## config.mk

```make
export PLATFORM = sky130hd
export DESIGN_NAME = pll_ramp_seq
export DESIGN_NICKNAME = d
export VERILOG_FILES = /design/src/rtl/pll_ramp_pkg.sv /design/src/rtl/pll_ramp_check.sv /design/src/rtl/pll_ramp_timer.sv /design/src/rtl/pll_ramp_word.sv /design/src/rtl/pll_ramp_seq.sv
export SDC_FILE = /design/constraint.sdc
export NUM_CORES = 1
export LEC_CHECK = 0
export ABC_AREA = 1
export CAP_MARGIN = 30
export CORE_UTILIZATION = 45
export DETAILED_ROUTE_END_ITERATION = 7
export DONT_BUFFER_PORTS = 1
export MAX_ROUTING_LAYER = met4
export SLEW_MARGIN = 5
export SYNTH_ARGS = -nofsm -noshare
export SYNTH_HDL_FRONTEND = slang
export SYNTH_SLANG_ARGS = --single-unit
```

## constraint.sdc

```tcl
create_clock -name clk -period 4.5 [get_ports clk]
set_input_delay 0.9 -clock clk [delete_from_list [all_inputs] [get_ports clk]]
set_output_delay 0.9 -clock clk [all_outputs]
set_load 0.03 [all_outputs]
```

## src/rtl/pll_ramp_pkg.sv

```systemverilog
package pll_ramp_pkg;

  typedef enum logic [2:0] {
    S_IDLE,
    S_CHECK,
    S_ISSUE,
    S_WACK,
    S_LOCK
  } seq_state_t;

  localparam int unsigned STEP_W = 3;
  localparam logic [STEP_W-1:0] STEP_RELOCK = 3'd2;
  localparam logic [STEP_W-1:0] STEP_FINAL  = 3'd3;
  localparam logic [STEP_W-1:0] STEP_LAST   = 3'd4;

endpackage

```

## src/rtl/pll_ramp_check.sv

```systemverilog
module pll_ramp_check #(
  parameter int unsigned REF_W  = 16,
  parameter int unsigned PD_W   = 4,
  parameter int unsigned RD_W   = 4,
  parameter int unsigned LO_KHZ = 4000,
  parameter int unsigned HI_KHZ = 20000
) (
  input  logic [REF_W-1:0] ref_khz,
  input  logic [PD_W-1:0]  prediv,
  input  logic [RD_W-1:0]  rfd,
  output logic             ok
);
  localparam int unsigned KHZ_W = $clog2(HI_KHZ + 1);
  localparam int unsigned MUL_W = PD_W + KHZ_W;
  localparam int unsigned CMP_W = ((MUL_W > REF_W) ? MUL_W : REF_W) + 1;

  logic [CMP_W-1:0] lo_lim, hi_lim, ref_ext;
  logic             pd_ok, band_ok, rfd_ok;

  always_comb begin
    lo_lim  = CMP_W'(prediv) * CMP_W'(LO_KHZ);
    hi_lim  = CMP_W'(prediv) * CMP_W'(HI_KHZ);
    ref_ext = CMP_W'(ref_khz);
    pd_ok   = (prediv != '0);
    band_ok = (ref_ext >= lo_lim) && (ref_ext <= hi_lim);
    rfd_ok  = (rfd >= RD_W'(2)) && (rfd != '1);
    ok      = pd_ok && band_ok && rfd_ok;
  end
endmodule

```

## src/rtl/pll_ramp_timer.sv

```systemverilog
module pll_ramp_timer #(
  parameter int unsigned TO_W = 16
) (
  input  logic            clk,
  input  logic            rst,
  input  logic            run,
  input  logic [TO_W-1:0] limit,
  output logic            expired
);
  logic [TO_W-1:0] cnt;

  always_ff @(posedge clk) begin
    if (rst || !run) begin
      cnt <= '0;
    end else if (cnt != '1) begin
      cnt <= cnt + TO_W'(1);
    end
  end

  assign expired = run && (cnt >= limit);

  AST_TMR_CLEAR: assert property (@(posedge clk) disable iff (rst)
    !run |=> (cnt == '0));
endmodule

```

## src/rtl/pll_ramp_word.sv

```systemverilog
module pll_ramp_word
  import pll_ramp_pkg::*;
#(
  parameter int unsigned PD_W = 4,
  parameter int unsigned MF_W = 8,
  parameter int unsigned RD_W = 4,
  localparam int unsigned RFD_LSB = 4,
  localparam int unsigned PD_LSB  = RFD_LSB + RD_W,
  localparam int unsigned MF_LSB  = PD_LSB + PD_W,
  localparam int unsigned DATA_W  = MF_LSB + MF_W
) (
  input  logic [STEP_W-1:0] step,
  input  logic [DATA_W-1:0] image,
  input  logic [PD_W-1:0]   req_prediv,
  input  logic [MF_W-1:0]   req_mfd,
  input  logic [RD_W-1:0]   req_rfd,
  output logic [DATA_W-1:0] word
);
  localparam int unsigned LRE_BIT = 2;
  localparam int unsigned IRQ_BIT = 3;

  always_comb begin
    word = image;
    case (step)
      3'd0: word[1:0] = 2'b00;
      3'd1: begin
        word[1:0]     = 2'b00;
        word[LRE_BIT] = 1'b0;
      end
      default: begin
        word = '0;
        word[MF_LSB +: MF_W] = req_mfd;
        word[PD_LSB +: PD_W] = req_prediv;
        word[RFD_LSB +: RD_W] = (step == STEP_RELOCK) ? (req_rfd + RD_W'(1)) : req_rfd;
        word[IRQ_BIT] = (step == STEP_LAST);
      end
    endcase
  end
endmodule

```

## src/rtl/pll_ramp_seq.sv

```systemverilog
module pll_ramp_seq
  import pll_ramp_pkg::*;
#(
  parameter int unsigned REF_W  = 16,
  parameter int unsigned PD_W   = 4,
  parameter int unsigned MF_W   = 8,
  parameter int unsigned RD_W   = 4,
  parameter int unsigned TO_W   = 16,
  parameter int unsigned ADDR_W = 8,
  parameter int unsigned LO_KHZ = 4000,
  parameter int unsigned HI_KHZ = 20000,
  parameter logic [ADDR_W-1:0] CTRL_ADDR = 8'h10,
  parameter logic [31:0] RESET_WORD = 32'h0000_817D,
  localparam int unsigned DATA_W = 4 + RD_W + PD_W + MF_W
) (
  input  logic              clk,
  input  logic              rst,
  input  logic              start,
  input  logic [REF_W-1:0]  ref_khz,
  input  logic [PD_W-1:0]   prediv,
  input  logic [MF_W-1:0]   mfd,
  input  logic [RD_W-1:0]   rfd,
  input  logic [TO_W-1:0]   timeout_cycles,
  output logic              wr_stb,
  output logic [ADDR_W-1:0] wr_addr,
  output logic [DATA_W-1:0] wr_data,
  input  logic              wr_ack,
  input  logic              lock,
  output logic              busy,
  output logic              done,
  output logic              error
);
  localparam int unsigned LRE_BIT = 2;
  localparam int unsigned IRQ_BIT = 3;
  localparam int unsigned RFD_LSB = 4;
  localparam int unsigned PD_LSB  = RFD_LSB + RD_W;
  localparam int unsigned MF_LSB  = PD_LSB + PD_W;

  seq_state_t        state;
  logic [STEP_W-1:0] step;
  logic [DATA_W-1:0] image;
  logic [DATA_W-1:0] next_word;
  logic [REF_W-1:0]  lat_ref;
  logic [PD_W-1:0]   lat_pd;
  logic [MF_W-1:0]   lat_mf;
  logic [RD_W-1:0]   lat_rd;
  logic [TO_W-1:0]   lat_to;
  logic              chk_ok;
  logic              lock_expired;

  pll_ramp_check #(
    .REF_W(REF_W), .PD_W(PD_W), .RD_W(RD_W), .LO_KHZ(LO_KHZ), .HI_KHZ(HI_KHZ)
  ) u_check (
    .ref_khz(lat_ref), .prediv(lat_pd), .rfd(lat_rd), .ok(chk_ok)
  );

  pll_ramp_timer #(.TO_W(TO_W)) u_timer (
    .clk(clk), .rst(rst), .run(state == S_LOCK), .limit(lat_to), .expired(lock_expired)
  );

  pll_ramp_word #(.PD_W(PD_W), .MF_W(MF_W), .RD_W(RD_W)) u_word (
    .step(step), .image(image), .req_prediv(lat_pd), .req_mfd(lat_mf),
    .req_rfd(lat_rd), .word(next_word)
  );

  always_ff @(posedge clk) begin
    if (rst) begin
      state   <= S_IDLE;
      step    <= '0;
      image   <= RESET_WORD[DATA_W-1:0];
      lat_ref <= '0;
      lat_pd  <= '0;
      lat_mf  <= '0;
      lat_rd  <= '0;
      lat_to  <= '0;
      wr_stb  <= 1'b0;
      wr_addr <= '0;
      wr_data <= '0;
      busy    <= 1'b0;
      done    <= 1'b0;
      error   <= 1'b0;
    end else begin
      wr_stb <= 1'b0;
      done   <= 1'b0;
      error  <= 1'b0;
      case (state)
        S_IDLE: begin
          if (start) begin
            lat_ref <= ref_khz;
            lat_pd  <= prediv;
            lat_mf  <= mfd;
            lat_rd  <= rfd;
            lat_to  <= timeout_cycles;
            busy    <= 1'b1;
            state   <= S_CHECK;
          end
        end
        S_CHECK: begin
          if (chk_ok) begin
            step  <= '0;
            state <= S_ISSUE;
          end else begin
            error <= 1'b1;
            busy  <= 1'b0;
            state <= S_IDLE;
          end
        end
        S_ISSUE: begin
          wr_stb  <= 1'b1;
          wr_addr <= CTRL_ADDR;
          wr_data <= next_word;
          state   <= S_WACK;
        end
        S_WACK: begin
          if (wr_ack) begin
            image <= wr_data;
            if (step == STEP_LAST) begin
              done  <= 1'b1;
              busy  <= 1'b0;
              state <= S_IDLE;
            end else begin
              step  <= step + STEP_W'(1);
              state <= (step == STEP_RELOCK) ? S_LOCK : S_ISSUE;
            end
          end
        end
        S_LOCK: begin
          if (lock) begin
            state <= S_ISSUE;
          end else if (lock_expired) begin
            error <= 1'b1;
            busy  <= 1'b0;
            state <= S_IDLE;
          end
        end
        default: state <= S_IDLE;
      endcase
    end
  end

  AST_DEPTH_ZERO: assert property (@(posedge clk) disable iff (rst)
    wr_stb |-> (wr_data[1:0] == 2'b00));

  AST_MULT_AFTER_LRE: assert property (@(posedge clk) disable iff (rst)
    (wr_stb && ((wr_data[MF_LSB +: MF_W] != image[MF_LSB +: MF_W]) ||
                (wr_data[PD_LSB +: PD_W] != image[PD_LSB +: PD_W])))
    |-> (!image[LRE_BIT] && (image[1:0] == 2'b00)));

  AST_LOCK_IRQ_OFF: assert property (@(posedge clk) disable iff (rst)
    (state == S_LOCK) |-> !image[IRQ_BIT]);

  AST_FINAL_RFD_STEP: assert property (@(posedge clk) disable iff (rst)
    (wr_stb && (step == STEP_FINAL)) |->
    (wr_data[RFD_LSB +: RD_W] + RD_W'(1) == image[RFD_LSB +: RD_W]));

  AST_DONE_IRQ_ON: assert property (@(posedge clk) disable iff (rst)
    done |-> (image[IRQ_BIT] && (image[RFD_LSB +: RD_W] >= RD_W'(2))));

  AST_DONE_PULSE: assert property (@(posedge clk) disable iff (rst)
    done |=> !done);

  AST_REJECT_SILENT: assert property (@(posedge clk) disable iff (rst)
    (state == S_CHECK && !chk_ok) |=> (error && !wr_stb && !busy));

  AST_ERR_IDLE: assert property (@(posedge clk) disable iff (rst)
    error |-> (!busy && !done));

  AST_STB_PULSE: assert property (@(posedge clk) disable iff (rst)
    wr_stb |=> !wr_stb);

  AST_ACK_GATE: assert property (@(posedge clk) disable iff (rst)
    (state == S_WACK && !wr_ack) |=> (state == S_WACK));

  AST_BUSY_HOLD: assert property (@(posedge clk) disable iff (rst)
    (busy && start && state != S_IDLE) |=> $stable(lat_mf));
endmodule

```

# Word level (Yosys, flattened, before mapping)
# Cells that the tools add are included.
[totals]
ff_bits = 112
inputBits = 53
output_inout_bits = 32
wordCells = 91
[op_classes]
n_addsub = 3
mul = 2
order_cmp = 4
n_eq_ne = 18
mux = 28
n_bitwise = 2
n_reduce_logical = 19
[op_table]
columns = ["op", "count"]
rows = [
  ["$ge 16x16->1", 2],
  ["$mux 3", 9],
  ["$le 16x19->1", 1],
  ["$mux 17", 1],
  ["$add 16x1->16 const B", 1],
  ["$ne 16x16->1 const B", 1],
  ["$ne 2x2->1 const B", 8],
  ["$pmux 3 s5", 1],
  ["$mul 4x10->14 const B", 1],
  ["$mux 1", 12],
  ["$mul 4x7->11 const B", 1],
  ["$eq 3x2->1 const B", 3],
  ["$reduce_bool 4->1", 2],
  ["$reduce_and 7->1", 1],
  ["$eq 3x1->1 const B", 2],
  ["$eq 3x3->1 const B", 2],
  ["$logic_not 3->1", 2],
  ["$pmux 3 s2", 1],
  ["$logic_and 1x1->1", 5],
  ["$add 4x1->4 const B", 1],
  ["$ge 4x2->1 const B", 1],
  ["$mux 4", 1],
  ["$ne 4x4->1 const B", 1],
  ["$pmux 1 s4", 1],
  ["other kinds (13)", 15],
]

# Logic depth before layout (Yosys ltp)
[depth]
depth_word = 7
ltp_mapped = 26
ltp_nobuf = 26

# Hierarchy
# A second synthesis with hierarchy kept.
[unflattened]
hier_cells = 971
hier_area_um2 = 6912.9
[modules_own_cells]
columns = ["mod", "instances", "cells_per_inst", "area_per_inst_um2", "seq_area_each_um2"]
rows = [
  ["pll_ramp_seq", 1, 481, 3773.6, 1981.9],
  ["pll_ramp_check", 1, 215, 1485.2, 0.0],
  ["pll_ramp_timer", 1, 195, 1300.0, 320.3],
  ["pll_ramp_word", 1, 80, 354.1, 0.0],
]

# Worst setup path after synthesis
# OpenSTA, ideal clock, no wires.
[synth_path]
path_kind = "reg-to-reg"
startpoint = "register lat_pd[2]"
endpoint = "register step[2]"
setup_time_ns = 0.113
arrival_time_ns = 3.849
required_ns = 4.387
setup_slack_ns = 0.538
path_stages_with_launch = 26
n_path_buf = 0
period_less_slack_ns = 3.962
cell_sequence = "dfxtp_1 > fa_1 > inv_1 > fa_1 > inv_1 > ha_1 > a21oi_1 > nand2_1 > a21oi_1 > o21bai_1 > nand2_1 > nand2_1 > a21oi_1 > xor2_1 > ha_1 > a21oi_1 > o21a_1 > nand3_1 > nor2_1 > nor2_1 > nand2_1 > nand2_2 > nand2_1 > nand2_1 > nand2_1 > nor2_1"
[synth_between]
elab_chain_cells = 7
word_cells_on_any_way = 10
classes_between = "mul (2); order compare (2); eq/ne (1); reduce/logical (5)"
[synth_rtl]
columns = ["item", "line", "text"]
rows = [
  ["from (decl)", "pll_ramp_seq.sv:44", "logic [PD_W-1:0] lat_pd;"],
  ["from (signal assigned)", "pll_ramp_seq.sv:90", "lat_pd <= prediv;"],
  ["$mul 4x10->14 or $mul 4x7->11 (tied branches)", "pll_ramp_check.sv:22, pll_ramp_check.sv:21", ""],
  ["$le 16x19->1 or $ge 16x16->1 (tied branches)", "pll_ramp_check.sv:25", "band_ok = (ref_ext >= lo_lim) && (ref_ext <= hi_lim);"],
  ["$logic_and 1x1->1", "pll_ramp_check.sv:25", ""],
  ["$logic_and 1x1->1 (*) (2 in series)", "pll_ramp_check.sv:27", "ok = pd_ok && band_ok && rfd_ok;"],
  ["$ne 2x2->1 (no source line) (*)", "--", ""],
  ["$reduce_and 4->1 (no source line) (*)", "--", ""],
  ["to (signal assigned)", "pll_ramp_seq.sv:122", "step <= step + STEP_W'(1);"],
  ["to (decl)", "pll_ramp_seq.sv:40", "logic [STEP_W-1:0] step;"],
]
# Mark *: on every way between the ends. The rest lies on a longest branch, timed or not.
# A chain may end at the register's enable or synchronous reset.

# Worst setup path in the final report
[layout_path]
startpoint = "register lat_pd[1]"
endpoint = "register step[2]"
# The elaborated chain is that of the path after synthesis.

==> impl_metrics.csv <==
group,metric,value,unit
run_status,status,"finished clean",
worst_setup_path,reg2reg_from,"lat_pd[1]$_SDFFE_PP0P_",
power_and_ir_drop,powerDensity,378.1,mW/mm^2
hold_path,worstHoldEndpoint,"image[17]$_SDFFE_PP0P_",
synthesis,synth_edf_count,0,
routing,wl_met2,6980,um
synthesis,postSynthRegisterBits,111,
global_routing,antenna_found_initial,0,
placement,portBuffers,0,
synthesis,synthAdderAreaFrac,15.81,%
global_routing,track_usage,21.60,%
timing,drv_slew,0,
synthesis,yosys.area_share.simple,17.24,%
timing,grt_setup_unrepaired,"false",
synthesis,synthDominantCellAreaShare,34.76,%
timing,timing.hold.ws,0.4533,ns
routing,postRouteAntennaNets,0,
worst_setup_path,cp_common_cell,"nand2_1",
placement,hpwlAfterDp,11060,um
synthesis,synth_cell_types,40,
timing,setup_tns,0,ns
cts,post-cts-setup-buffer-count,0,
routing,wl_met3,534,um
cts,cts_made_buffers,9,
synthesis,synth_top_cell_by_area,"dfxtp_1",
synthesis,synthArstFlopShare,0,%
timing,finalHoldViolCount,0,
routing,dr_total_vias,5355,
global_routing,grt_max_degree,71,
routing,m1WireLength,6871,um
synthesis,yosys_warnings,0,
die,die_h,121.2,um
global_routing,grt_pass1_wl,24180,um
global_routing,grt_pass1_vias,5128,
routing,wirelength,14640,um
cells_and_area,area_growth,6.575,%
synthesis,synth_area,0.006394,sq mm
cts,root_buffer,"clkbuf_16",
cells_and_area,filler_cell_count,1385,
timing,fin_crit,4.074,ns
routing,wire_per_inst,14.34,um
routing,drc,0,
worst_setup_path,rrSetupSlack,0.43,ns
hold_path,hp-start,"image[17]$_SDFFE_PP0P_",
worst_setup_path,r2r-end,"step[2]$_SDFFE_PP0P_",
cts,clk_pin_slew,0.08,ns
die,ios,85,
power_and_ir_drop,irDropWorstVdd,191.7,uV
power_and_ir_drop,p_leak,0.003161,uW
worst_setup_path,worstPathArrival,4.34,ns
cells_and_area,nets,965,
synthesis,synthCells,850,
synthesis,synth_top_family_by_area,"compound AO/OA/AOI/OAI gates",
cts,cts_sinks,111,
cells_and_area,multi_input_area,0.003503,sq mm
cells_and_area,regArea,0.002225,sq mm
worst_setup_path,setup.worst_path.class,"flip-flop to flip-flop",
die,initial_utilization,46.06,%
job,maxCapViolations,0,
routing,viasPerCell,5.245,
timing,slew_headroom,39.69,%
hold_path,hold_path_class,"flip-flop to flip-flop",
synthesis,ys_top_cells_by_area,"dfxtp_1 35%, ha_1 13%, inv_1 8.1%",
die,die_w,121.2,um
global_routing,overflow,0,
timing,fin_crit_sh,90.53,%
cells_and_area,fin_util,49.09,%
die,rows,43,
routing,first_pass_iters,5,
cts,cts_max_level,3,
cells_and_area,diodes,0,
worst_setup_path,max_stage_delay,0.57,ns
placement,gp_congestion,0.8684,
worst_setup_path,cp_max_fo,7,
hold_path,whs_path_depth,2,
cts,cts_buffer_depth,2,
cells_and_area,drive_gt1_share,5.113,%
synthesis,synth_compound_area_share,18.36,%
routing,top_layer,"met4",
worst_setup_path,end_kind,"flip-flop",
synthesis,synthFlopType,"dfxtp_1",
timing,tightestPinTransition,0.9034,ns
worst_setup_path,crit_slowest_cell,"fa_1",
die,core,0.01388,sq mm
routing,drtIter0Drc,220,
timing,fin_skew,0.008891,ns
synthesis,seq_area_frac_synth,34.76,%
cts,cts_tree,"done",
synthesis,synthXorXnorAreaFrac,2.466,%
synthesis,muxShareOfSynthArea,0,%
cts,clock_latency,0.36,ns
worst_setup_path,startpoint_type,"flip-flop",
synthesis,postSynthAreaPerCell,7.522,sq um
worst_setup_path,rr_worst_depth,25,
die,die_area,0.01469,sq mm
timing,finalSetupViolations,0,
worst_setup_path,required,4.76,ns
timing,max_freq,245.5,MHz
-- flip-flops by register name, summed over array words and instances, names as in the netlist, 3 cells and up --
register / count
image: 18
lat_mf: 8
lat_pd: 4
lat_rd: 4
lat_ref: 16
lat_to: 16
state: 3
step: 3
u_timer.cnt: 16
wr_data: 18
-- stage by stage --
step	power, uW	std cells	setup slack [ns]	cell area [sq um]
floorplan	1628	858	0.5384	6424
global placement	1759	1005	0.3986	6499
detailed placement	1781	1005	0.3098	6499
CTS	2596	1021	0.2701	6799
global route	2748	1021	0.007014	6814
finish	2577	1021	0.4262	6814
-- layer usage --
layer | vias up | GRT usage [%]
li1 | 2744 | -
met1 | 2517 | 26.11
met2 | 79 | 35.93
met3 | 15 | 4.229
met4 | 0 | 7.253
met5 | - | -
-- final cells by class --
| class | count | share of cell area (%) |
|---|---|---|
| multi-input cells | 569 | 51.41 |
| flip-flops and latches | 111 | 32.65 |
| inverters | 141 | 7.786 |
| clock buffers | 9 | 3.305 |
| well taps | 180 | 3.305 |
| clock inverters | 7 | 1.102 |
| repair buffers | 4 | 0.4407 |
-- cell usage after synthesis, types with 4 or more instances --
cell type and n:
a21oi_1 94, a31oi_1 7, buf_2 10, buf_4 9, clkbuf_1 17, dfxtp_1 111, fa_1 8, ha_1 68
inv_1 138, nand2_1 126, nand3_1 33, nand4_1 10, nor2_1 56, nor2_2 4, nor3_1 8, o211ai_1 4
o21ai_0 86, o221ai_1 11, xnor2_1 5, xor2_1 13
-- cells in the final DEF (no fill, tap or decap), drive strengths merged, types with 8 or more instances in the layout --
cell type	instances
inv	142
nand2	129
dfxtp	111
a21oi	94
o21ai	87
ha	68
nor2	63
nand3	34
xor2	13
o221ai	11
nand4	10
nor3	10
conb	9
clkbuf	9
fa	8
-- cells by family after synthesis --
logic type | after synthesis
adder cells (fa/ha/maj) | 76
other | 1
AO/OA/AOI/OAI | 214
flip-flops | 111
buffers and inverters | 178
AND/OR/NAND/NOR | 252
XOR/XNOR | 18
-- how the worst max path moves through the flow --
stage | end | cells after the start | slack [ns] | from
after floorplan | step[2]$_SDFFE_PP0P_ | 25 | 0.54 | lat_pd[2]$_SDFFE_PP0P_
after global placement | step[2]$_SDFFE_PP0P_ | 25 | 0.40 | lat_pd[1]$_SDFFE_PP0P_
after detailed placement | step[2]$_SDFFE_PP0P_ | 25 | 0.31 | lat_pd[1]$_SDFFE_PP0P_
after CTS | step[2]$_SDFFE_PP0P_ | 25 | 0.27 | lat_pd[1]$_SDFFE_PP0P_
after global routing | step[2]$_SDFFE_PP0P_ | 22 | 0.007 | lat_pd[1]$_SDFFE_PP0P_
final | step[2]$_SDFFE_PP0P_ | 25 | 0.43 | lat_pd[1]$_SDFFE_PP0P_
-- timing repair --
action | 4_1_cts | 5_1_grt
resized for setup | 0 | 3
endpoints found under the setup margin | 0 | 5
hold buffers | 0 | 0
-- report_power, final --
| part | internal [uW] | switching, uW |
|---|---|---|
| clock network | 393 | 414 |
| registers | 1040 | 62.0 |
| logic | 243 | 422 |
| total | 1680 | 898 |
-- critical path, delay by kind of cell, from the launching register on --
family | cells | cell delay, ns
buf+inv | 2 | 0.13
simple gates | 12 | 0.89
fa+ha+maj | 4 | 1.61
compound gates | 6 | 0.79
flops | 1 | 0.37
xor+xnor | 1 | 0.18
Power figures use the tool's default switching activity.
